[src/rtl/pac_pkg.sv]
package pac_pkg;

    typedef enum logic {
        MODE_HEAD_HEAD = 1'b0,
        MODE_TAIL_HEAD = 1'b1
    } arr_mode_e;

    // Feedback tap mask for a maximal-length shift register of the given width.
    function automatic logic [31:0] lfsr_taps(input int unsigned w);
        case (w)
            4:       lfsr_taps = 32'h0000_000C;
            8:       lfsr_taps = 32'h0000_00B8;
            12:      lfsr_taps = 32'h0000_0E08;
            16:      lfsr_taps = 32'h0000_B400;
            default: lfsr_taps = 32'h0000_00B8;
        endcase
    endfunction

endpackage

[src/rtl/pac_lfsr.sv]
module pac_lfsr #(
    parameter int unsigned W    = 8,
    parameter logic [W-1:0] SEED = 1
) (
    input  logic         clk,
    input  logic         rst_n,
    input  logic         adv_i,
    output logic [W-1:0] val_o
);
    import pac_pkg::*;

    localparam logic [31:0]  TAPS_FULL = lfsr_taps(W);
    localparam logic [W-1:0] TAPS      = TAPS_FULL[W-1:0];

    typedef struct packed {
        logic [W-1:0] sr;
    } lfsr_st_t;

    lfsr_st_t st_d, st_q;
    logic     fb;

    always_comb begin
        st_d = st_q;
        fb   = ^(st_q.sr & TAPS);
        if (adv_i) begin
            st_d.sr = {st_q.sr[W-2:0], fb};
        end
    end

    always_ff @(posedge clk or negedge rst_n) begin
        if (!rst_n) begin
            st_q.sr <= SEED;
        end else begin
            st_q <= st_d;
        end
    end

    assign val_o = st_q.sr;

    AST_LFSR_NONZERO: assert property (@(posedge clk) disable iff (!rst_n)
        val_o != '0);
    AST_LFSR_HOLD: assert property (@(posedge clk) disable iff (!rst_n)
        !adv_i |=> $stable(val_o));
    AST_LFSR_MOVES: assert property (@(posedge clk) disable iff (!rst_n)
        adv_i |=> !$stable(val_o));

endmodule

[src/rtl/pac_thresh.sv]
module pac_thresh #(
    parameter int unsigned W = 8
) (
    input  logic         clk,
    input  logic         rst_n,
    input  logic         lock_i,
    input  logic         we_i,
    input  logic [W-1:0] wdata_i,
    input  logic [W-1:0] rnd_i,
    output logic         hit_o
);
    typedef struct packed {
        logic [W-1:0] thr;
    } thr_st_t;

    thr_st_t st_d, st_q;

    always_comb begin
        st_d = st_q;
        if (we_i && !lock_i) begin
            st_d.thr = wdata_i;
        end
    end

    always_ff @(posedge clk or negedge rst_n) begin
        if (!rst_n) begin
            st_q.thr <= '0;
        end else begin
            st_q <= st_d;
        end
    end

    assign hit_o = (st_q.thr >= rnd_i);

    AST_THR_LOCKED: assert property (@(posedge clk) disable iff (!rst_n)
        lock_i |=> $stable(st_q.thr));

endmodule

[src/rtl/pac_pend.sv]
module pac_pend #(
    parameter int unsigned CW = 4
) (
    input  logic          clk,
    input  logic          rst_n,
    input  logic          inc_i,
    input  logic          dec_i,
    output logic [CW-1:0] cnt_o
);
    localparam logic [CW-1:0] CNT_MAX = {CW{1'b1}};

    typedef struct packed {
        logic [CW-1:0] cnt;
    } pend_st_t;

    pend_st_t st_d, st_q;

    always_comb begin
        st_d = st_q;
        if (inc_i && !dec_i && (st_q.cnt != CNT_MAX)) begin
            st_d.cnt = st_q.cnt + 1'b1;
        end else if (dec_i && !inc_i && (st_q.cnt != '0)) begin
            st_d.cnt = st_q.cnt - 1'b1;
        end
    end

    always_ff @(posedge clk or negedge rst_n) begin
        if (!rst_n) begin
            st_q.cnt <= '0;
        end else begin
            st_q <= st_d;
        end
    end

    assign cnt_o = st_q.cnt;

    AST_PEND_SAT_TOP: assert property (@(posedge clk) disable iff (!rst_n)
        (cnt_o == CNT_MAX) && inc_i && !dec_i |=> cnt_o == CNT_MAX);
    AST_PEND_SAT_FLOOR: assert property (@(posedge clk) disable iff (!rst_n)
        (cnt_o == '0) && dec_i && !inc_i |=> cnt_o == '0);
    AST_PEND_BALANCED: assert property (@(posedge clk) disable iff (!rst_n)
        inc_i && dec_i |=> $stable(cnt_o));

endmodule

[src/rtl/pkt_arrival_ctrl.sv]
module pkt_arrival_ctrl #(
    parameter int unsigned RND_W  = 8,
    parameter int unsigned PEND_W = 4,
    parameter logic [RND_W-1:0] RND_SEED = 1
) (
    input  logic              clk,
    input  logic              rst_n,
    input  logic              gen_en_i,
    input  logic              mode_i,
    input  logic              thr_we_i,
    input  logic [RND_W-1:0]  thr_wdata_i,
    input  logic              pkt_sent_i,
    output logic              pkt_req_o,
    output logic [PEND_W-1:0] pend_cnt_o
);
    import pac_pkg::*;

    arr_mode_e        mode;
    logic             gen_active;
    logic             arrival;
    logic             thr_hit;
    logic [RND_W-1:0] rnd_val;

    always_comb begin
        mode       = arr_mode_e'(mode_i);
        gen_active = gen_en_i &&
                     ((mode == MODE_HEAD_HEAD) || (pend_cnt_o == '0));
        arrival    = gen_active && thr_hit;
    end

    pac_lfsr #(
        .W    (RND_W),
        .SEED (RND_SEED)
    ) lfsr_i (
        .clk   (clk),
        .rst_n (rst_n),
        .adv_i (gen_active),
        .val_o (rnd_val)
    );

    pac_thresh #(
        .W (RND_W)
    ) thresh_i (
        .clk     (clk),
        .rst_n   (rst_n),
        .lock_i  (gen_en_i),
        .we_i    (thr_we_i),
        .wdata_i (thr_wdata_i),
        .rnd_i   (rnd_val),
        .hit_o   (thr_hit)
    );

    pac_pend #(
        .CW (PEND_W)
    ) pend_i (
        .clk   (clk),
        .rst_n (rst_n),
        .inc_i (arrival),
        .dec_i (pkt_sent_i),
        .cnt_o (pend_cnt_o)
    );

    assign pkt_req_o = (pend_cnt_o != '0);

    AST_T2H_FROZEN: assert property (@(posedge clk) disable iff (!rst_n)
        (mode == MODE_TAIL_HEAD) && (pend_cnt_o != '0) |=> $stable(rnd_val));
    AST_T2H_SINGLE: assert property (@(posedge clk) disable iff (!rst_n)
        (mode == MODE_TAIL_HEAD) && (pend_cnt_o <= 1) |=> pend_cnt_o <= 1);
    AST_IDLE_NO_RISE: assert property (@(posedge clk) disable iff (!rst_n)
        !gen_en_i |=> pend_cnt_o <= $past(pend_cnt_o));

endmodule

[config.mk]
export PLATFORM = sky130hd
export DESIGN_NAME = pkt_arrival_ctrl
export DESIGN_NICKNAME = d
export VERILOG_FILES = /design/src/rtl/pac_pkg.sv /design/src/rtl/pac_lfsr.sv /design/src/rtl/pac_thresh.sv /design/src/rtl/pac_pend.sv /design/src/rtl/pkt_arrival_ctrl.sv
export SDC_FILE = /design/constraint.sdc
export NUM_CORES = 1
export LEC_CHECK = 0
export BUFFER_PORTS_ARGS = -buffer_cell sky130_fd_sc_hd__buf_4
export CORE_UTILIZATION = 45
export DETAILED_ROUTE_END_ITERATION = 6
export GPL_ROUTABILITY_DRIVEN = 0
export PLACE_DENSITY_LB_ADDON = 0.12
export SLEW_MARGIN = 5
export SYNTH_ARGS = -nofsm -noshare
export SYNTH_HDL_FRONTEND = slang
export SYNTH_SLANG_ARGS = --single-unit
[constraint.sdc]
create_clock -name clk -period 2.95 [get_ports clk]
set_input_delay 0.1475 -clock clk [delete_from_list [all_inputs] [get_ports clk]]
set_output_delay 0.1475 -clock clk [all_outputs]
set_load 0.005 [all_outputs]
# Yosys cells after proc, flatten, opt, wreduce, memory -nomap -nowiden

Cells that the tools add are included.

Word-level logic and storage cells: 25
Output and inout port bits: 5
Register bits after elaboration: 20

Add/subtract/negate cells: 2
Multiplexer cells: 2
Equality and inequality tests: 1
Order comparisons: 1
Reduce and logical (&&, ||, !) cells: 15
Bitwise operators: 1

Operators with widths:

| kind                                                                | number |
|---|---|
| 8-bit >= comparator                                                 | 1 |
| 4-bit two-way mux                                                   | 2 |
| 8-bit parity                                                        | 1 |
| 1-bit logical AND                                                   | 7 |
| 4-bit by 1-bit adder with 4-bit output (second input constant)      | 1 |
| 4-bit zero test                                                     | 1 |
| 4-bit inequality test (second input constant)                       | 1 |
| 4-bit nonzero test                                                  | 1 |
| 4-bit by 1-bit subtractor with 4-bit output (second input constant) | 1 |
| 1-bit zero test                                                     | 3 |
| 2-bit nonzero test                                                  | 1 |
| 1-bit logical OR                                                    | 1 |
| 1-bit NOT                                                           | 1 |

# Longest topological paths before layout

Gate-level depths: netlist of the first run.

Depth after elaboration: 9
Mapped depth: 13
Gate-level depth less buffers: 13

# Modules after synthesis

From an unflattened synthesis of the first run, not the netlist that was laid out.

Cells, all modules: 89
Area, all modules: 1148.6 um2

Modules (own cells, without submodules):

| module           | seq. area each (um2) | instances | cells an instance | area an instance (um2) |
|---|---|---|---|---|
| pac_thresh       | 200.2                | 1         | 44                | 535.5 |
| pac_lfsr         | 201.4                | 1         | 21                | 320.3 |
| pac_pend         | 100.1                | 1         | 20                | 256.5 |
| pkt_arrival_ctrl | 0.0                  | 1         | 4                 | 36.3 |

# Worst setup path before layout of the first run

OpenSTA, ideal clock, no wires.

Path type: reg-to-reg
From: register lfsr_i.st_q, in the netlist lfsr_i.val_o[0]
To: register pend_i.st_q, in the netlist pend_i.cnt_o[3]
Slack: 331 ps
Setup time: 128 ps
Period minus slack after synthesis: 2619 ps
Cell stages (with the launch flop): 13
Arrival: 2491 ps
Path through: dfstp_2 -> ha_1 -> nand2b_1 -> a2111oi_0 -> a211o_1 -> a31oi_4 -> nand2_1 -> ha_1 -> a21o_1 -> a21oi_1 -> nand2b_1 -> mux2i_1 -> xor2_1

Cells in the longest elaborated chain, start to end: 6
Elaborated cells between the ends (all ways): 9

RTL lines:

| what                                | RTL line               | RTL |
|---|---|---|
| start, declared                     | pac_lfsr.sv:19         | `lfsr_st_t st_d, st_q;` |
| start signal, assigned              | pac_lfsr.sv:34         | `st_q <= st_d;` |
| 8-bit >= comparator *               | pac_thresh.sv:33       | `assign hit_o = (st_q.thr >= rnd_i);` |
| 1-bit logical AND *                 | pkt_arrival_ctrl.sv:28 | `arrival = gen_active && thr_hit;` |
| 1-bit zero test                     | pac_pend.sv:22         | `end else if (dec_i && !inc_i && (st_q.cnt != '0)) begin` |
| 1-bit logical AND (2 in series)     | pac_pend.sv:22         |  |
| 2-bit nonzero test (no source line) | n/a                    |  |
| end signal, assigned                | pac_pend.sv:31         | `st_q <= st_d;` |
| end, declared                       | pac_pend.sv:16         | `pend_st_t st_d, st_q;` |

Mark *: on every way between the ends. The rest lies on a longest branch, timed or not.
A chain may end at the register's enable or synchronous reset.

# Final worst setup path of the first run

Ends and elaborated chain as after synthesis.

==> metrics.txt, run 1 <==
share of flip-flops with an asynchronous set or reset 100.0%; setup_tns 0 ns; synthesized cell area 1094 um^2; row count 17; dpl cells 140; post-synth top area cell dfrtp_1; TritonCTS clock tree yes; placed inst area 1256 um^2; Distinct cells, synth 27; Die Wd 51.30 um; power density cells about 860 nW/um^2; Period minus WS final 2.754 ns; Max Fclk 363.1 MHz; most frequent cells in the layout dfrtp_1, buf_4, nand2_1, ha_1; Net Count, Synth 121; final WL roughly 1800 um; # setup viols final 0; Layout Cells excl Fill roughly 150; CTS Buffer Depth 2; clock sink total 20; Routed Antenna Nets 0; YS warnings 0; Worst Hold Class primary input to register; Crit-path slowest cell dfstp_2; Syn Area/Cell 11.39 um^2; Max-Cap Viols 0; critical path data required time roughly 3.2 ns; antenna cells 0; core area 2255 um^2; IO Port Bufs 18; crit path kind register to register; vias in the first global route 760; largest net degree at the start of global routing 21; most common cell after layout, fill and taps aside dfrtp_1; nature of the critical path endpoint register; global-route usage over all layers 17.10%; Synth top area share a little over two fifths; chip height 51.30 um; die area about 2600 um^2; crit path buf inv count 0; Via-to-Cell Ratio 5.241; Synth area leaders dfrtp_1, ha_1, mux2_2; final instance area 1299 um^2; initial antenna violation count 0; # DRC 0; layout cell share with drive strength beyond 1 between 20% and 30%; Slew HR approximately 48%; Final HPWL DP about 1400 um; gr ovfl total 0; Lkg Pwr 0.5866 nW; CTS clk-pin slew, worst paths 0.11 ns; actual slew at the worst max-slew pin 0.7724 ns; Worst Path Max Fanout 3; Ports 19; Yosys reg bits 20; starting density of the core 48.50%; final hold viol count 0; worst path cell trace ha_1, nand2b_1, a2111oi_2, a211o_1, a31oi_4, nand2_1, ha_1, a21o_1, a21oi_1, nand2b_1, mux2i_1, xor2_1; Initial DRC Count 5; critical path's top delay family compound AO/OA/AOI/OAI gates; final slew viol count 0; Num CTS Buffers 3; first-pass GRT wire length between 3000 and 4000 um; Root Driver clkbuf_4; clk_lat worst skew 0.31 ns; outcome finished clean; Critical Path AT around 3.0 ns; Top FF cell, synth dfrtp_1; Routed WL per cell 12.63 um; Post-synth EDFFs 0; crit start category register; fin crit share 93.35%; Via Count 760; synthesized instance count 96; Pre-antenna DRT Iters 4; max incr delay on CP 0.56 ns; VDD IR max 420.0 uV; clock skew after layout 0.009361 ns; sequential share of the synthesized area 45.88%; H-tree depth 1; nets between 100 and 150; RSZ-0062 raised after global routing no; Syn-to-layout area delta 18.76%
==> kinds of logic (layout without fill, tap and decap cells) <==
| family | count (synthesis) | count (layout) | share of synthesized area [%] |
|---|---|---|---|
| mux | 12 | 12 | 12.13 |
| flops | 20 | 20 | 45.88 |
| fa+ha+maj | 11 | 11 | 13.27 |
| simple gates | 19 | 19 | 9.383 |
| compound gates | 17 | 17 | 10.75 |
| buf+inv | 11 | 32 | 3.776 |
| xor+xnor | 6 | 6 | 4.805 |
==> worst paths after layout <==
| check | start | end | slack, ns | cells past startpoint |
|---|---|---|---|---|
| worst min register to register | lfsr_i.val_o[0]$_DFFE_PN1P_ | lfsr_i.val_o[0]$_DFFE_PN1P_ | 0.50 | 2 |
| max in group asynchronous | rst_n | lfsr_i.val_o[0]$_DFFE_PN1P_ | 2.44 | 2 |
| min in group asynchronous | rst_n | pend_i.cnt_o[1]$_DFFE_PN0P_ | 0.23 | 2 |
| worst max-delay path | lfsr_i.val_o[0]$_DFFE_PN1P_ | pend_i.cnt_o[3]$_DFFE_PN0P_ | 0.20 | 12 |
| worst min-delay path | thr_wdata_i[0] | thresh_i.st_q[0]$_DFFE_PN0P_ | 0.04 | 3 |
| worst max register to register | lfsr_i.val_o[0]$_DFFE_PN1P_ | pend_i.cnt_o[3]$_DFFE_PN0P_ | 0.20 | 12 |
==> layout make-up <==
cell class	instances	area, um^2
clock buffer	4	26.28
fill	213	955.9
inverter	9	33.78
multi-input combinational	65	556.8
sequential	20	501.7
tap	28	35.03
timing repair buffer	19	145.1
==> synthesized netlist by cell type, drive strengths merged, types with 2 or more instances <==
master,count
a21o,2
a21oi,2
clkbuf,2
dfrtp,19
ha,10
inv,9
mux2,10
mux2i,2
nand2,12
nand2b,2
o21ai,9
xnor2,4
xor2,2
==> flip-flops by register name (all words and copies together), names as in the netlist <==
register and cells:
lfsr_i.val_o 8, pend_i.cnt_o 4, thresh_i.st_q 8
==> per-layer routing <==
layer	part of all wire [%]	routed length [um]	GRT usage (%)	vias to the layer above
met2	46	845	26.75	18
met4	2.3	42	8.108	0
li1	-	-	-	369
met1	47	870	22.50	368
met3	4.0	74	3.571	5
met5	0	0	0	-
==> through the flow <==
| stage | util [%] | hold slack [ns] | setup slack, ns | power, mW |
|---|---|---|---|---|
| CTS | 57.33 | 0.04000 | 0.1390 | 1.118 |
| floorplan | - | -0.1481 | 0.3309 | 0.8186 |
| global placement | 55.72 | 0.04239 | 0.2515 | 0.9577 |
| detailed placement | 55.72 | 0.04480 | 0.1507 | 0.9748 |
| finish | 57.60 | 0.03622 | 0.1963 | 1.120 |
| global route | 57.60 | 0.04407 | 0.02175 | 1.224 |
==> repair_timing <==
action / CTS / global route
endpoints found under the setup margin: 0 / 1
buffers inserted: 0 / 0
hold endpoints to repair: 20 / 0
hold buffers: 1 / 0
gates resized for setup: 0 / 2
==> worst min-delay path, delay by kind of cell <==
kind / cells / cell delay, ns
AOI/OAI and AO/OA: 1 / 0.05
buffers and inverters: 1 / 0.08
and+or+nand+nor: 1 / 0.03
==> where the power goes <==
part,internal (mW),switching (mW),total [mW]
Clock,0.0528,0.0909,0.144
Sequential,0.378,0.0962,0.474
Combinational,0.273,0.229,0.502
Total,0.704,0.416,1.12
Note: power is estimated with default switching activity, not from simulation.
==> run 2, diff against run 1 <==
--- a/config.mk
+++ b/config.mk
@@ -5,8 +5,10 @@
 export SDC_FILE = /design/constraint.sdc
 export NUM_CORES = 1
 export LEC_CHECK = 0
+export ABC_AREA = 1
 export BUFFER_PORTS_ARGS = -buffer_cell sky130_fd_sc_hd__buf_4
 export CORE_UTILIZATION = 45
+export CTS_BUF_LIST = sky130_fd_sc_hd__clkbuf_8
 export DETAILED_ROUTE_END_ITERATION = 6
 export GPL_ROUTABILITY_DRIVEN = 0
 export PLACE_DENSITY_LB_ADDON = 0.12
==> run 2 against run 1 <==
Sequential share of layout area down 2.1 points. Power up 9.8%. Register-to-register slack better by 0.30 ns. Largest power group unchanged. Critical path type unchanged. Clock-buffer cell count stayed put. Clock power up 45%. Maximum frequency increased by 12%. Global-route usage rose by 0.45 points.
==> metrics.txt, run 2 <==
synthesized instance count 118; Max-Cap Viols 0; initial antenna violation count 0; Ports 19; most frequent cells in the layout nand2_1, buf_4, dfrtp_1, inv_1, ha_1; met1 Usage GRT 23.03%; Critical Path AT 2.61 ns; crit path kind register to register; critical path data required time 3.10 ns; Slew HR approximately three quarters; die area 2727 um^2; IO Port Bufs 18; Root Driver clkbuf_8; Routed WL per cell 11.61 um; count leader, synth nand2_1; switching share of total power 38.48%; crit start category register; clk_lat worst skew 0.25 ns; Initial DRC Count 3; CTS clk-pin slew, worst paths 0.08 ns; chip height 52.22 um; Synth top area share 41.90%; row count 17; # setup viols final 0; RSZ-0062 raised after global routing no; Distinct cells, synth 25; met3 GRT Util 3.478%; Net Count, Synth 143; CTS Buffer Depth 2; Max Fclk 406.8 MHz; grt peak-use layer met2; Comb power frac 45.0%; Worst Path Max Fanout 6; Via-to-Cell Ratio just under 5; share of flip-flops with an asynchronous set or reset 100.0%; post-synthesis xor/xnor area fraction 3.859%; Final HPWL DP 1545 um; TritonCTS clock tree yes; Adder-Cell Fraction of Synth Area 12.79%; Top FF cell, synth dfrtp_1; Syn Area/Cell 9.617 um^2; postcts setup bufs 0; nets ~170; Lkg Pwr approximately 0.67 nW; final hold viol count 0; first-pass GRT wire length about 3600 um; Post-synth EDFFs 0; final WL 1962 um; outcome finished clean; Reg2Reg Depth 14; Syn-to-layout area delta 20.95%; nature of the critical path endpoint register; WHS between 0.1 and 0.15 ns; Post-synth top cells nand2_1, dfrtp_1, inv_1, ha_1; main combinational cell family by area after synthesis simple AND/OR/NAND/NOR gates; most common cell after layout, fill and taps aside nand2_1; Flop pwr share 38.0%; GR Util met2 29.70%; clock skew after layout about 0.005 ns; # DRC 0; Worst Hold Class primary input to register; power density cells 895.9 nW/um^2; post-synth top area cell dfrtp_1; Pre-antenna DRT Iters 2; multiplexer share of the synthesized area 6.946%; antenna cells 0; Yosys reg bits 20; gr ovfl total 0; starting density of the core approximately half; internal power 756.6 uW; final slew viol count 0; Period minus WS final between 2 and 2.5 ns; largest net degree at the start of global routing 21; Psw 473.2 uW; Hold Path Depth 2; vias in the first global route 833; synthesized cell area between 1000 and 1500 um^2; setup_tns 0 ns; VDD IR max 466.3 uV; post-synthesis simple-gate area fraction between 10% and 20%; fin crit share 83.33%; Synth area leaders dfrtp_1, ha_1, nand2_1; actual slew at the worst max-slew pin about 0.39 ns; Num CTS Buffers 3; global-route usage over all layers 17.55%; Via Count 836; core area approximately 2300 um^2; Die Wd about 52 um; compound-gate portion of the synthesized area 8.710%; sequential share of the synthesized area 44.21%; H-tree depth 1; YS warnings 0; Routed Antenna Nets 0; clock sink total 20; Clock Power Share 17.0%; layout cell share with drive strength beyond 1 25.53%
[run 2: metal layers]
metal | up-vias | wire length, um
met1 | 390 | 959
met4 | 0 | 9
met2 | 12 | 944
li1 | 432 | -
met5 | - | 0
met3 | 2 | 48
[run 2: final timing paths]
kind,startpoint,endpoint,slack [ns]
worst max-delay path,lfsr_i.val_o[7]$_DFFE_PN0P_,pend_i.cnt_o[3]$_DFFE_PN0P_,0.49
worst min-delay path,thr_wdata_i[2],thresh_i.st_q[2]$_DFFE_PN0P_,0.12
worst max register to register,lfsr_i.val_o[7]$_DFFE_PN0P_,pend_i.cnt_o[3]$_DFFE_PN0P_,0.49
worst min register to register,lfsr_i.val_o[6]$_DFFE_PN0P_,lfsr_i.val_o[7]$_DFFE_PN0P_,0.49
max in group asynchronous,rst_n,lfsr_i.val_o[0]$_DFFE_PN1P_,2.38
min in group asynchronous,rst_n,pend_i.cnt_o[1]$_DFFE_PN0P_,0.30
[run 2: timing repair]
action | in CTS | in global routing
gates resized for setup | 0 | 0
hold buffers | 1 | 0
endpoints found under the hold margin | 19 | 0
endpoints found under the setup margin | 0 | 0
[run 2: per-stage QoR]
stage	instances	setup slack [ns]	utilization, %	cell area, um^2	power [mW]
after floorplan	118	0.7387	-	1135	0.8650
after global placement	164	0.5335	56.92	1308	1.011
after detailed placement	164	0.4859	56.92	1308	1.035
after CTS	169	0.4696	59.75	1373	1.250
after global routing	169	0.3099	59.75	1373	1.354
final	169	0.4918	59.75	1373	1.230
[run 2: critical path: stages, from the launching register on]
cell	delay, ns
dfrtp_1	0.37
inv_1	0.07
ha_1	0.29
nand2_1	0.07
nor2_1	0.15
nand4_1	0.09
nand3_1	0.18
nand3_4	0.15
ha_1	0.35
nand2_1	0.08
nand2_1	0.04
a31oi_1	0.18
nand4_1	0.15
nand4_1	0.13
nand2_1	0.06
[run 2: cell type report]
type | count | area, um^2
clock buffers | 4 | 55.05
flip-flops and latches | 20 | 501.7
multi-input cells | 81 | 568.0
inverters | 16 | 60.06
repair buffers | 20 | 152.6
well taps | 28 | 35.03
fillers | 203 | 924.6
[run 2: cells by family (layout without fill, tap and decap cells)]
group	count (synthesis)	count (layout)
DFF	20	20
adders and majority gates	11	11
AOI/OAI and AO/OA	16	16
muxes	7	7
buffers and inverters	17	40
xor gates and xnor gates	5	5
and+or+nand+nor	42	42
[run 2: power groups by stage]
stage / Clock (mW) / Sequential, mW / Combinational, mW
2_1_floorplan: 0 / 0.452 / 0.413
3_3_place_gp: 0 / 0.470 / 0.541
3_5_place_dp: 0 / 0.475 / 0.560
4_1_cts: 0.216 / 0.471 / 0.563
5_1_grt: 0.227 / 0.486 / 0.642
6_report: 0.209 / 0.467 / 0.553
==> run 3, diff against run 2 <==
==> constraint.sdc (replaced) <==
create_clock -name clk -period 2 [get_ports clk]
set_input_delay 0.1 -clock clk [delete_from_list [all_inputs] [get_ports clk]]
set_output_delay 0.1 -clock clk [all_outputs]
set_load 0.005 [all_outputs]
==> run 3 against run 2 <==
The run now ends with setup timing left. Critical path depth is 1 higher. Global-route usage is 3.5 points higher. Design area is 15% higher. Clock skew is 0.0033 ns lower. Critical path type unchanged. Sequential share of layout area is 4.8 points lower. Clock power is 29% higher. Largest power group unchanged. Worst setup slack worse by 0.66 ns. Maximum frequency is 13% higher.
==> metrics.txt, run 3 (same netlist as run 2, synthesis figures left out) <==
RSZ-0062 raised after global routing yes; starting density of the core 49.40%; power density cells 1391 nW/um^2; Worst Slack Setup Final -0.1664 ns; initial antenna violation count 0; outcome finished, violations left; final hold viol count 0; highest routed layer met4; IO Port Bufs 18; Die Wd about 52 um; Layout Cells excl Fill 184; die area 2727 um^2; Pre-antenna DRT Iters 4; Final HPWL DP ~1800 um; clock skew after layout about 0.0017 ns; fin crit share 108.3%; actual slew at the worst max-slew pin between 0.3 and 0.4 ns; row count 17; CTS Buffer Depth 2; antenna cells 0; post-route core utilization 68.85%; nature of the critical path endpoint register; layout cell share with drive strength beyond 1 42.31%; Lkg Pwr 0.7530 nW; Max-Cap Viols 0; critical path data required time 2.15 ns; VDD IR max around 810 uV; vias in the first global route around 990; Worst Hold Class primary input to register; nets 182; clk_lat worst skew between 0.2 and 0.3 ns; final WL 2330 um; H-tree depth 1; most common cell after layout, fill and taps aside buf_4; core area 2297 um^2; failing checks setup timing; most frequent cells in the layout buf_4, nand2_1, dfrtp_1, inv_1; Initial DRC Count 15; first-pass GRT wire length 4064 um; Num CTS Buffers 3; Syn-to-layout area delta 39.36%; Routed Antenna Nets 0; chip height 52.22 um; Ports 19; crit start category register; Via-to-Cell Ratio 5.016; # setup viols final 3; final slew viol count 0; Root Driver clkbuf_8; largest net degree at the start of global routing 21; crit path kind register to register; gr ovfl total 0; Critical Path AT 2.31 ns; CTS clk-pin slew, worst paths roughly 0.070 ns; Period minus WS final approximately 2.2 ns; metal2 WL 1186 um; # DRC 0; Routed WL per cell 12.66 um; met3 wire len 75 um; dpl cells 175; WL met1 1045 um; TritonCTS clock tree yes; Via Count 923; clock sink total 20; Max Fclk 461.6 MHz; Worst Path Max Fanout 4; global-route usage over all layers between 20% and 30%; Slew HR 73.70%
==> run 3: cell types whose count changed in the layout (fill, tap and decap cells not counted), sizes merged <==
cell	before	now
buf	19	34
inv	16	17
clkbuf	4	3
==> run 3: routing by layer <==
metal  up-vias  global-route usage [%]
met3         2                   3.768
met4         0                   11.84
met1       441                   23.43
met2        18                   37.39
li1        462                       -
met5         -                       0
==> run 3: area by class of cell <==
class,count,area (um^2)
fillers,170,715.7
multi-input cells,81,670.6
flip-flops and latches,20,501.7
repair buffers,35,269.0
inverters,16,60.06
clock buffers,3,41.29
well taps,28,35.03
clock inverters,1,3.754
==> run 3: critical path, stage by stage (launching register included) <==
cell     delay (ns)
dfrtp_1        0.42
ha_4           0.30
nand2_4        0.05
nor2_4         0.09
nand4_1        0.10
nand3_2        0.12
nand3_4        0.10
ha_4           0.25
nand2_2        0.05
nand2_1        0.04
a31oi_1        0.18
inv_1          0.06
nand2_1        0.08
nand3_1        0.07
nand2_1        0.06
nand2_1        0.05
==> run 3: through the flow <==
| step | power (mW) | hold slack (ns) | setup slack, ns | setup TNS [ns] | instance area (um^2) |
|---|---|---|---|---|---|
| after floorplan | 1.299 | -0.1956 | -0.08062 | -0.08062 | 1152 |
| after global placement | 1.672 | -0.006200 | -0.1547 | -0.2457 | 1408 |
| after detailed placement | 1.721 | -0.002200 | -0.1984 | -0.4150 | 1408 |
| after CTS | 2.082 | 0.06627 | -0.1675 | -0.4784 | 1524 |
| after global routing | 2.389 | 0.05952 | -0.2969 | -0.6096 | 1582 |
| final | 2.200 | 0.06892 | -0.1664 | -0.2303 | 1582 |
==> run 3: power by group <==
part / internal, mW / switching (mW)
registers: 0.554 / 0.117
logic: 0.653 / 0.607
clock network: 0.137 / 0.132
total: 1.34 / 0.856
==> run 3: what timing repair did <==
item / CTS / global route
hold buffers: 1 / 0
pin swaps: 15 / 11
buffers inserted: 3 / 2
resized for setup: 10 / 8
hold endpoints to repair: 20 / 0
endpoints found under the setup margin: 3 / 4
gates cloned: 0 / 0
==> run 3: final timing paths <==
path / startpoint / to / slack [ns] / cells after the start
setup / recovery: thresh_i.st_q[7]$_DFFE_PN0P_ / pend_i.cnt_o[3]$_DFFE_PN0P_ / -0.17 / 15
hold / removal: thr_wdata_i[3] / thresh_i.st_q[3]$_DFFE_PN0P_ / 0.07 / 2
setup reg to reg: thresh_i.st_q[7]$_DFFE_PN0P_ / pend_i.cnt_o[3]$_DFFE_PN0P_ / -0.17 / 15
hold reg to reg: lfsr_i.val_o[2]$_DFFE_PN0P_ / lfsr_i.val_o[3]$_DFFE_PN0P_ / 0.50 / 2
max in group asynchronous: rst_n / lfsr_i.val_o[0]$_DFFE_PN1P_ / 1.48 / 2
min in group asynchronous: rst_n / lfsr_i.val_o[7]$_DFFE_PN0P_ / 0.25 / 2
